## config.mk

```make
export PLATFORM = sky130hd
export DESIGN_NAME = fpulse_gen
export DESIGN_NICKNAME = d
export VERILOG_FILES = /design/src/rtl/fpg_pkg.sv /design/src/rtl/fpg_sync_edge.sv /design/src/rtl/fpg_cfg_shadow.sv /design/src/rtl/fpg_frame_ctr.sv /design/src/rtl/fpg_pulse_shaper.sv /design/src/rtl/fpulse_gen.sv
export SDC_FILE = /design/constraint.sdc
export NUM_CORES = 1
export LEC_CHECK = 0
export BUFFER_PORTS_ARGS = -buffer_cell sky130_fd_sc_hd__clkbuf_2
export CAP_MARGIN = 20
export CORE_ASPECT_RATIO = 1.1
export CORE_UTILIZATION = 60
export DETAILED_ROUTE_END_ITERATION = 6
export PLACE_DENSITY = 0.85
export SYNTH_ARGS = -nofsm -noshare
export SYNTH_HDL_FRONTEND = slang
export SYNTH_SLANG_ARGS = --single-unit
```

## constraint.sdc

```tcl
create_clock -name clk -period 6.2 [get_ports clk]
set_input_delay 0.62 -clock clk [delete_from_list [all_inputs] [get_ports clk]]
set_output_delay 0.62 -clock clk [all_outputs]
set_load 0.05 [all_outputs]
```

## src/rtl/fpg_pkg.sv

```systemverilog
// Shared definitions for the frame pulse generator.
// Assumes nothing beyond IEEE 1800-2017 enum support.
package fpg_pkg;

    // Reference format selector
    typedef enum logic {
        SYNC_FMT_CLOCK = 1'b0,
        SYNC_FMT_PULSE = 1'b1
    } sync_fmt_e;

    // Shortest frame the counter will run
    localparam int unsigned MIN_PERIOD = 2;

endpackage

```

## src/rtl/fpg_sync_edge.sv

```systemverilog
// Brings the asynchronous frame reference into the clock domain and
// reports a single-cycle hit on its qualifying leading edge.
// Assumes the reference holds each level longer than STAGES cycles.
module fpg_sync_edge #(
    parameter int unsigned STAGES = 2
) (
    input  logic clk,
    input  logic rst_n,
    input  logic sync_in,
    input  logic fmt_sel,
    input  logic neg_lead,
    input  logic enable,
    output logic hit
);
    import fpg_pkg::*;

    localparam int unsigned LAST = STAGES - 1;

    logic [STAGES-1:0] sq;
    logic              lvl_prev;
    logic              rise;
    logic              fall;
    logic              use_fall;

    // Synchronizer chain; the depth parameter picks the shift form
    generate
        if (STAGES == 1) begin : g_single
            always_ff @(posedge clk) begin
                if (!rst_n) sq <= '0;
                else        sq <= sync_in;
            end
        end else begin : g_chain
            always_ff @(posedge clk) begin
                if (!rst_n) sq <= '0;
                else        sq <= {sq[STAGES-2:0], sync_in};
            end
        end
    endgenerate

    // Previous synchronized level, kept even while disabled
    always_ff @(posedge clk) begin
        if (!rst_n) lvl_prev <= 1'b0;
        else        lvl_prev <= sq[LAST];
    end

    // Leading-edge selection by format and pulse polarity
    always_comb begin
        rise     = sq[LAST] & ~lvl_prev;
        fall     = ~sq[LAST] & lvl_prev;
        use_fall = (sync_fmt_e'(fmt_sel) == SYNC_FMT_PULSE) && neg_lead;
        hit      = enable & (use_fall ? fall : rise);
    end

endmodule

```

## src/rtl/fpg_cfg_shadow.sv

```systemverilog
// Working copy of period, width and polarity, loaded only at a frame
// boundary. Clamps the values into a legal range as they are loaded.
// Assumes load is high for one cycle per boundary.
module fpg_cfg_shadow #(
    parameter int unsigned CNT_W      = 16,
    parameter int unsigned DEF_PERIOD = 2430,
    parameter int unsigned DEF_WIDTH  = 1,
    parameter bit          DEF_INVERT = 1'b0
) (
    input  logic             clk,
    input  logic             rst_n,
    input  logic             load,
    input  logic [CNT_W-1:0] cfg_period,
    input  logic [CNT_W-1:0] cfg_width,
    input  logic             cfg_invert,
    output logic [CNT_W-1:0] per_s,
    output logic [CNT_W-1:0] wid_s,
    output logic             inv_s
);
    import fpg_pkg::*;

    localparam logic [CNT_W-1:0] P_MIN = CNT_W'(MIN_PERIOD);
    localparam logic [CNT_W-1:0] P_DEF = CNT_W'(DEF_PERIOD);
    localparam logic [CNT_W-1:0] W_DEF = CNT_W'(DEF_WIDTH);
    localparam logic [CNT_W-1:0] ONE   = CNT_W'(1);

    logic [CNT_W-1:0] per_c;
    logic [CNT_W-1:0] wid_c;

    // Clamp requested values into the legal range
    always_comb begin
        per_c = (cfg_period < P_MIN) ? P_MIN : cfg_period;
        if (cfg_width == '0)
            wid_c = ONE;
        else if (cfg_width >= per_c)
            wid_c = per_c - ONE;
        else
            wid_c = cfg_width;
    end

    // Load the clamped setting at each frame boundary
    always_ff @(posedge clk) begin
        if (!rst_n) begin
            per_s <= P_DEF;
            wid_s <= W_DEF;
            inv_s <= DEF_INVERT;
        end else if (load) begin
            per_s <= per_c;
            wid_s <= wid_c;
            inv_s <= cfg_invert;
        end
    end

endmodule

```

## src/rtl/fpg_frame_ctr.sv

```systemverilog
// Frame position counter. It runs from 0 to period-1 and restarts either
// on the natural wrap or on a sync hit.
// Assumes per_s is at least 2.
module fpg_frame_ctr #(
    parameter int unsigned CNT_W = 16
) (
    input  logic             clk,
    input  logic             rst_n,
    input  logic [CNT_W-1:0] per_s,
    input  logic             hit,
    output logic [CNT_W-1:0] cnt,
    output logic             restart
);
    localparam logic [CNT_W-1:0] ONE = CNT_W'(1);

    // Frame ends at the last position or on an external realignment
    always_comb begin
        restart = hit | (cnt >= per_s - ONE);
    end

    // Advance or restart the frame position
    always_ff @(posedge clk) begin
        if (!rst_n)       cnt <= '0;
        else if (restart) cnt <= '0;
        else              cnt <= cnt + ONE;
    end

endmodule

```

## src/rtl/fpg_pulse_shaper.sv

```systemverilog
// Turns the frame position into a registered pulse of the programmed
// width and polarity, plus a registered first-cycle strobe.
// Assumes wid_s is between 1 and period-1.
module fpg_pulse_shaper #(
    parameter int unsigned CNT_W      = 16,
    parameter bit          DEF_INVERT = 1'b0
) (
    input  logic             clk,
    input  logic             rst_n,
    input  logic [CNT_W-1:0] cnt,
    input  logic [CNT_W-1:0] wid_s,
    input  logic             inv_s,
    output logic             fp_out,
    output logic             frame_stb
);
    logic active;

    // Active while inside the programmed width
    always_comb begin
        active = (cnt < wid_s);
    end

    // Register the shaped pulse and the frame-start strobe
    always_ff @(posedge clk) begin
        if (!rst_n) begin
            fp_out    <= DEF_INVERT;
            frame_stb <= 1'b0;
        end else begin
            fp_out    <= active ^ inv_s;
            frame_stb <= (cnt == '0);
        end
    end

endmodule

```

## src/rtl/fpulse_gen.sv

```systemverilog
// Top of the telecom frame pulse generator. It ties the reference edge
// detector, the configuration shadow, the frame counter and the pulse
// shaper together. The defaults give an 8 kHz frame from 19.44 MHz.
// Assumes clk is the synthesized clock the pulse must align to.
module fpulse_gen #(
    parameter int unsigned CNT_W       = 16,
    parameter int unsigned DEF_PERIOD  = 2430,
    parameter int unsigned DEF_WIDTH   = 1,
    parameter bit          DEF_INVERT  = 1'b0,
    parameter int unsigned SYNC_STAGES = 2
) (
    input  logic             clk,
    input  logic             rst_n,
    input  logic [CNT_W-1:0] cfg_period,
    input  logic [CNT_W-1:0] cfg_width,
    input  logic             cfg_invert,
    input  logic             cfg_sync_en,
    input  logic             cfg_sync_fmt,
    input  logic             cfg_sync_neg,
    input  logic             sync_in,
    output logic             fp_out,
    output logic             frame_stb
);
    logic             sync_hit;
    logic             restart;
    logic [CNT_W-1:0] cnt;
    logic [CNT_W-1:0] per_s;
    logic [CNT_W-1:0] wid_s;
    logic             inv_s;

    // Reference synchronizer and edge qualifier
    fpg_sync_edge #(
        .STAGES   (SYNC_STAGES)
    ) u_sync (
        .clk      (clk),
        .rst_n    (rst_n),
        .sync_in  (sync_in),
        .fmt_sel  (cfg_sync_fmt),
        .neg_lead (cfg_sync_neg),
        .enable   (cfg_sync_en),
        .hit      (sync_hit)
    );

    // Boundary-loaded configuration
    fpg_cfg_shadow #(
        .CNT_W      (CNT_W),
        .DEF_PERIOD (DEF_PERIOD),
        .DEF_WIDTH  (DEF_WIDTH),
        .DEF_INVERT (DEF_INVERT)
    ) u_cfg (
        .clk        (clk),
        .rst_n      (rst_n),
        .load       (restart),
        .cfg_period (cfg_period),
        .cfg_width  (cfg_width),
        .cfg_invert (cfg_invert),
        .per_s      (per_s),
        .wid_s      (wid_s),
        .inv_s      (inv_s)
    );

    // Frame position
    fpg_frame_ctr #(
        .CNT_W   (CNT_W)
    ) u_ctr (
        .clk     (clk),
        .rst_n   (rst_n),
        .per_s   (per_s),
        .hit     (sync_hit),
        .cnt     (cnt),
        .restart (restart)
    );

    // Output pulse and strobe
    fpg_pulse_shaper #(
        .CNT_W      (CNT_W),
        .DEF_INVERT (DEF_INVERT)
    ) u_shape (
        .clk        (clk),
        .rst_n      (rst_n),
        .cnt        (cnt),
        .wid_s      (wid_s),
        .inv_s      (inv_s),
        .fp_out     (fp_out),
        .frame_stb  (frame_stb)
    );

endmodule

```

==> results.py, run 1 <==
metrics = {
    "synthesis": {
        "synth_edf_count": 0,
        "synth-seq-area-share_pct": 29.0,
        "synthCells": 418,
        "syn_nets": 508,
        "yosysTopAreaCellShare_pct": 29.0,
        "synth_ff_type": "dfxtp_1",
        "yosys-top-cells-count": "dfxtp_1, ha_1, inv_1, nor2_1, xnor2_1",
        "avgSynthCellArea_um2": 8.91,
        "synthTopCellsByArea": "dfxtp_1, ha_1, xnor2_1",
        "synth_cell_types": 54,
        "synth_most_common_cell": "dfxtp_1",
        "yosys_warnings": 0,
        "synth.largest_area_cell": "dfxtp_1",
        "async_reset_ff_share_pct": 0,
        "synthesis.area_mm2": 0.00372,
        "ys_ff_latch": 54,
    },
    "timing": {
        "clock-skew-final_ns": 0.00876,
        "slew_headroom_pct": 32.2,
        "rsz0062_at_grt": "no",
        "setup_violations": 0,
        "fmax_mhz": 258,
        "tightestPinTransition_ns": 1.02,
        "timing.hold.ws_ns": 0.458,
        "hold_viol": 0,
        "tns_ns": 0,
        "drv_slew": 0,
        "period_minus_slack_ns": 3.88,
        "finalCritPeriodShare_pct": 62.5,
    },
    "status": {
        "status": "completed",
    },
    "place": {
        "dp_hpwl_um": 6860,
        "globalplace.congestion": 0.864,
        "placedCellCount": 527,
        "port_buffers": 40,
    },
    "critical_path": {
        "crit_family": "compound AO/OA/AOI/OAI gates",
        "cp_num_cells": 13,
        "reg2reg_depth": 13,
        "cp-end-kind": "register",
        "critPathLaunchType": "register",
        "crit_buf_inv": 0,
        "critPathMaxStageDelay_ns": 0.80,
        "critical_path_arrival_ns": 4.14,
        "crit_type": "register to register",
        "cpMaxStageDelayCell": "a21oi_1",
        "path_max_fanout": 11,
        "critPathRequiredTime_ns": 6.46,
        "worstPathCellList": "nor2_1 > nand3_1 > nor4_1 > nand2_1 > nor3_1 > xnor2_1 > ha_1 > a211oi_2 > nor2_1 > a211oi_1 > nand2_1 > a21oi_1 > a22o_1",
    },
    "global_routing": {
        "grt.overflow.total": 0,
        "antenna_found_initial": 0,
        "grt_pass1_wl_um": 15000,
        "grt_pass1_vias": 3295,
        "track_usage_pct": 28.5,
        "grt_max_degree": 24,
    },
    "floorplan": {
        "dieArea_mm2": 0.00653,
        "core.rowCount": 29,
        "core_area_mm2": 0.00588,
        "start_util_pct": 63.3,
        "die-height_um": 84.6,
        "io_pins": 41,
        "die_x_um": 77.1,
    },
    "drt": {
        "drc_errors": 0,
        "vias": 3224,
        "drtAntennaViolNets": 0,
        "finalWirelength_um": 8490,
        "vias_per_cell": 6.03,
        "wl_per_cell_um": 15.9,
        "dr.pass1.iters": 5,
        "first_iter_violations": 202,
    },
    "hold_path": {
        "min_path_cells": 1,
        "hold_class": "register to register",
    },
    "final_layout": {
        "seq_area_mm2": 0.00108,
        "area_growth_pct": 9.54,
        "multi_input_area_mm2": 0.00245,
        "fin_nets": 547,
        "drive_gt1_share_pct": 12.7,
        "final_cells": 535,
        "antenna_cells": 0,
        "final_util_pct": 69.4,
        "fillers": 504,
    },
    "clock_network": {
        "cts_buffers": 5,
        "path_clk_slew_ns": 0.10,
        "ctsHtreeMaxLevel": 2,
        "ctsHoldBuffers": 0,
        "cts_max_path_buffers": 2,
        "cts_tree": "done",
        "cts.repair.resized": 0,
        "cts_sinks": 54,
        "root_buffer": "clkbuf_8",
        "post_cts_buffers": 0,
        "clkLatencyLatePin_ns": 0.31,
    },
    "pwr": {
        "p_leak_nw": 1.77,
        "powerDensity_mw_per_mm2": 165,
        "vdd.ir_drop.worst_mv": 0.0953,
    },
    "flow_run": {
        "cap_viol_max_count": 0,
    },
}
[layer usage]
| metal | global-route usage, % | routed length [µm] |
|---|---|---|
| met3 | 4.46 | 326 |
| met5 | 0 | 0 |
| met2 | 49.3 | 4170 |
| met1 | 34.4 | 3750 |
| met4 | 13.4 | 246 |
[cell usage in the layout (no fill, tap or decap), types with 3 or more instances in the layout]
master / count
and2_1: 7
nand2b_1: 3
nand2_1: 19
a22o_1: 9
nand3_1: 15
dfxtp_1: 54
xor2_1: 14
xnor2_1: 25
a21o_1: 9
o21a_1: 4
nor3_1: 9
nor2_1: 33
and3_1: 6
nand4_1: 9
clkbuf_8: 5
clkbuf_2: 40
o211ai_1: 4
a2bb2oi_1: 7
nor4_1: 9
a211oi_1: 4
mux2i_1: 15
ha_1: 51
o21ai_0: 7
o22ai_1: 14
a21oi_1: 15
inv_1: 35
[area by class of cell]
class	count	area share (%)
clock buffers	6	1.78
clock inverters	2	0.399
inverters	36	3.31
multi-input cells	319	60.1
flip-flops and latches	54	26.5
well taps	77	2.36
repair buffers	41	5.58
[through the flow]
stage	setup slack [ns]	cell area (µm²)	total power, mW
final	2.32	4080	0.674
after global routing	1.96	4080	0.708
after CTS	2.36	4080	0.675
after detailed placement	2.13	3990	0.482
after global placement	2.31	3960	0.476
after floorplan	3.04	3720	0.439
[state kept, by name (all words and copies together), names as in the netlist]
register / count
u_cfg.per_s: 16
u_sync.sq: 2
u_cfg.wid_s: 16
u_ctr.cnt: 16
u_shape.fp_out: 1
u_sync.lvl_prev: 1
u_cfg.inv_s: 1
u_shape.frame_stb: 1
[power by group]
part / leakage, nW / internal, mW / total, mW / switching (mW)
Combinational: 1.29 / 0.0505 / 0.120 / 0.0691
Sequential: 0.437 / 0.351 / 0.356 / 0.00433
Clock: 0.0418 / 0.0813 / 0.199 / 0.117
[worst paths after layout]
kind | end | slack (ns) | from
max | u_cfg.per_s[13] | 2.32 | u_cfg.per_s[2]
min | u_sync.sq[1] | 0.46 | u_sync.sq[0]
max reg2reg | u_cfg.per_s[13] | 2.32 | u_cfg.per_s[2]
min reg2reg | u_sync.sq[1] | 0.46 | u_sync.sq[0]
[cell families (layout without fill, tap and decap cells)]
logic type      count (synthesis)  count (layout)  synth area share [%]
flops                          54              54                  29.0
xor+xnor                       39              39                  9.17
mux                            16              16                  4.33
simple gates                  127             127                  18.7
buf+inv                        45              85                  5.17
fa+ha+maj                      51              51                  17.1
compound gates                 86              86                  16.4
No activity file was read; power rests on OpenSTA's default activity.
==> run 2: changes to the inputs <==
Settings changed: CORE_UTILIZATION 60 to 54, PLACE_DENSITY 0.85 to 0.81.
Clock period 6.2 ns to 3.5 ns, I/O delays scaled along.
==> run 2 against run 1 <==
Via count shrank 1.3%. Clock skew up 0.0022 ns. Die area grew 11%. Power grew 76%. Final cell count rose by 2.2%. Design area grew 1.3%. Non-clock buffer count is 7 higher. Global-route usage is 4.3 points lower. Largest power group unchanged. Fmax rose by 21%. Register-to-register slack worse by 2.0 ns. Largest cell class unchanged. First-iteration DRC count is 29% lower.
==> results.py, run 2 (synthesized netlist as in run 1, its figures left out) <==
metrics = {
    "status": {
        "status": "completed",
    },
    "pwr": {
        "internal_power_mw": 0.857,
        "comb_power_share_pct": 17.9,
        "switching_share_pct": 27.9,
        "clkPwrFrac_pct": 29.1,
        "switching_power_mw": 0.331,
        "power_frac_seq_pct": 53.0,
        "vdd.ir_drop.worst_mv": 0.155,
        "p_leak_nw": 1.80,
        "powerDensity_mw_per_mm2": 288,
    },
    "drt": {
        "vias": 3181,
        "finalWirelength_um": 8300,
        "drtAntennaViolNets": 0,
        "dr.pass1.iters": 5,
        "wl_per_cell_um": 15.2,
        "drc_errors": 0,
        "first_iter_violations": 144,
        "vias_per_cell": 5.82,
    },
    "global_routing": {
        "track_usage_pct": 24.2,
        "grt_max_degree": 25,
        "grt.overflow.total": 0,
        "antenna_found_initial": 0,
        "grt_pass1_vias": 2947,
        "grt_pass1_wl_um": 13500,
    },
    "timing": {
        "tns_ns": 0,
        "timing.hold.ws_ns": 0.249,
        "clock-skew-final_ns": 0.0109,
        "rsz0062_at_grt": "no",
        "setup_violations": 0,
        "hold_viol": 0,
        "tightestPinTransition_ns": 0.443,
        "drv_slew": 0,
        "slew_headroom_pct": 70.5,
        "finalCritPeriodShare_pct": 91.8,
        "fmax_mhz": 311,
        "period_minus_slack_ns": 3.21,
    },
    "place": {
        "port_buffers": 40,
        "globalplace.congestion": 0.921,
        "dp_hpwl_um": 6750,
    },
    "final_layout": {
        "area_growth_pct": 11.0,
        "drive_gt1_share_pct": 14.8,
        "largestRegisters": "u_cfg.per_s (16), u_cfg.wid_s (16), u_ctr.cnt (16)",
        "layout_common_cells": "dfxtp_1, ha_1, clkbuf_2",
        "fin_nets": 554,
        "antenna_cells": 0,
        "layout_commonest_cell": "dfxtp_1",
        "fillers": 571,
    },
    "hold_path": {
        "hold_class": "input port to register",
    },
    "critical_path": {
        "path_max_fanout": 17,
        "cp-end-kind": "register",
        "crit_path_frequent_cell": "nor2_1",
        "critical_path_arrival_ns": 3.42,
        "critPathMaxStageDelay_ns": 0.36,
        "crit_type": "register to register",
        "cpMaxStageDelayCell": "dfxtp_1",
        "critPathLaunchType": "register",
        "critPathRequiredTime_ns": 3.71,
        "worstPathCellList": "nor2_1 > nand3_1 > nor4_2 > nand2_1 > nor3_1 > xnor2_1 > ha_1 > a211oi_2 > nor2_1 > a211o_1 > o21a_1 > and2_2 > a22o_1",
    },
    "clock_network": {
        "cts_tree": "done",
        "clkLatencyLatePin_ns": 0.31,
        "cts_buffers": 5,
        "cts_sinks": 54,
        "path_clk_slew_ns": 0.10,
        "cts.repair.resized": 0,
        "post_cts_buffers": 0,
        "ctsHoldBuffers": 0,
        "cts_max_path_buffers": 2,
        "ctsHtreeMaxLevel": 2,
        "root_buffer": "clkbuf_8",
    },
    "floorplan": {
        "start_util_pct": 56.1,
        "die_x_um": 81.2,
        "io_pins": 41,
        "core.rowCount": 31,
        "core_area_mm2": 0.00663,
        "dieArea_mm2": 0.00723,
        "die-height_um": 89.1,
    },
    "flow_run": {
        "cap_viol_max_count": 0,
    },
}
run 2: cell types whose count changed in the layout (fill, tap and decap cells not counted), sizes merged:
cell  previous run  this run
buf              1         8
run 2: layout make-up:
cell class	instances	area [µm²]	share of cell area (%)
multi-input combinational	319	2460	59.6
sequential	54	1080	26.2
timing repair buffer	48	260	6.30
inverter	36	135	3.27
tap	82	103	2.48
clock buffer	6	72.6	1.76
clock inverter	2	16.3	0.394
run 2: power groups by stage:
stage	Combinational, mW	Sequential (mW)	Clock, mW
6_report	0.213	0.630	0.346
5_1_grt	0.234	0.632	0.382
4_1_cts	0.212	0.630	0.349
3_5_place_dp	0.211	0.645	0
3_3_place_gp	0.204	0.644	0
2_1_floorplan	0.123	0.654	0
run 2: final timing paths:
kind	startpoint	end	slack, ns	cells after the start
hold / removal	sync_in	u_sync.sq[0]	0.25	2
hold reg to reg	u_sync.sq[0]	u_sync.sq[1]	0.44	1
setup / recovery	u_cfg.per_s[2]	u_cfg.inv_s	0.29	13
setup reg to reg	u_cfg.per_s[2]	u_cfg.inv_s	0.29	13
run 2: metal layers:
metal / up-vias / GRT usage (%) / share of wire (%) / wire [µm]
met5: - / 0 / 0 / 0
met4: 0 / 8.60 / 2.2 / 183
met3: 15 / 2.96 / 4.4 / 363
met2: 80 / 41.3 / 49 / 4070
met1: 1478 / 31.2 / 44 / 3680
li1: 1608 / - / - / -
run 2: through the flow:
step / utilization, % / instances / power [mW] / worst slack, ns / area [µm²]
floorplan: - / 418 / 0.777 / 0.395 / 3720
global placement: 60.7 / 539 / 0.848 / 0.283 / 4030
detailed placement: 60.7 / 539 / 0.856 / 0.0935 / 4030
CTS: 62.1 / 547 / 1.19 / 0.0454 / 4120
global route: 62.3 / 547 / 1.25 / 0.0267 / 4130
finish: 62.3 / 547 / 1.19 / 0.288 / 4130
run 2: worst max-delay path: cells and delay by family, from the launching register on:
kind	cells	cell delay (ns)
AOI/OAI and AO/OA	4	0.94
xor gates and xnor gates	1	0.16
adders and majority gates	1	0.28
DFF	1	0.36
and+or+nand+nor	7	1.39
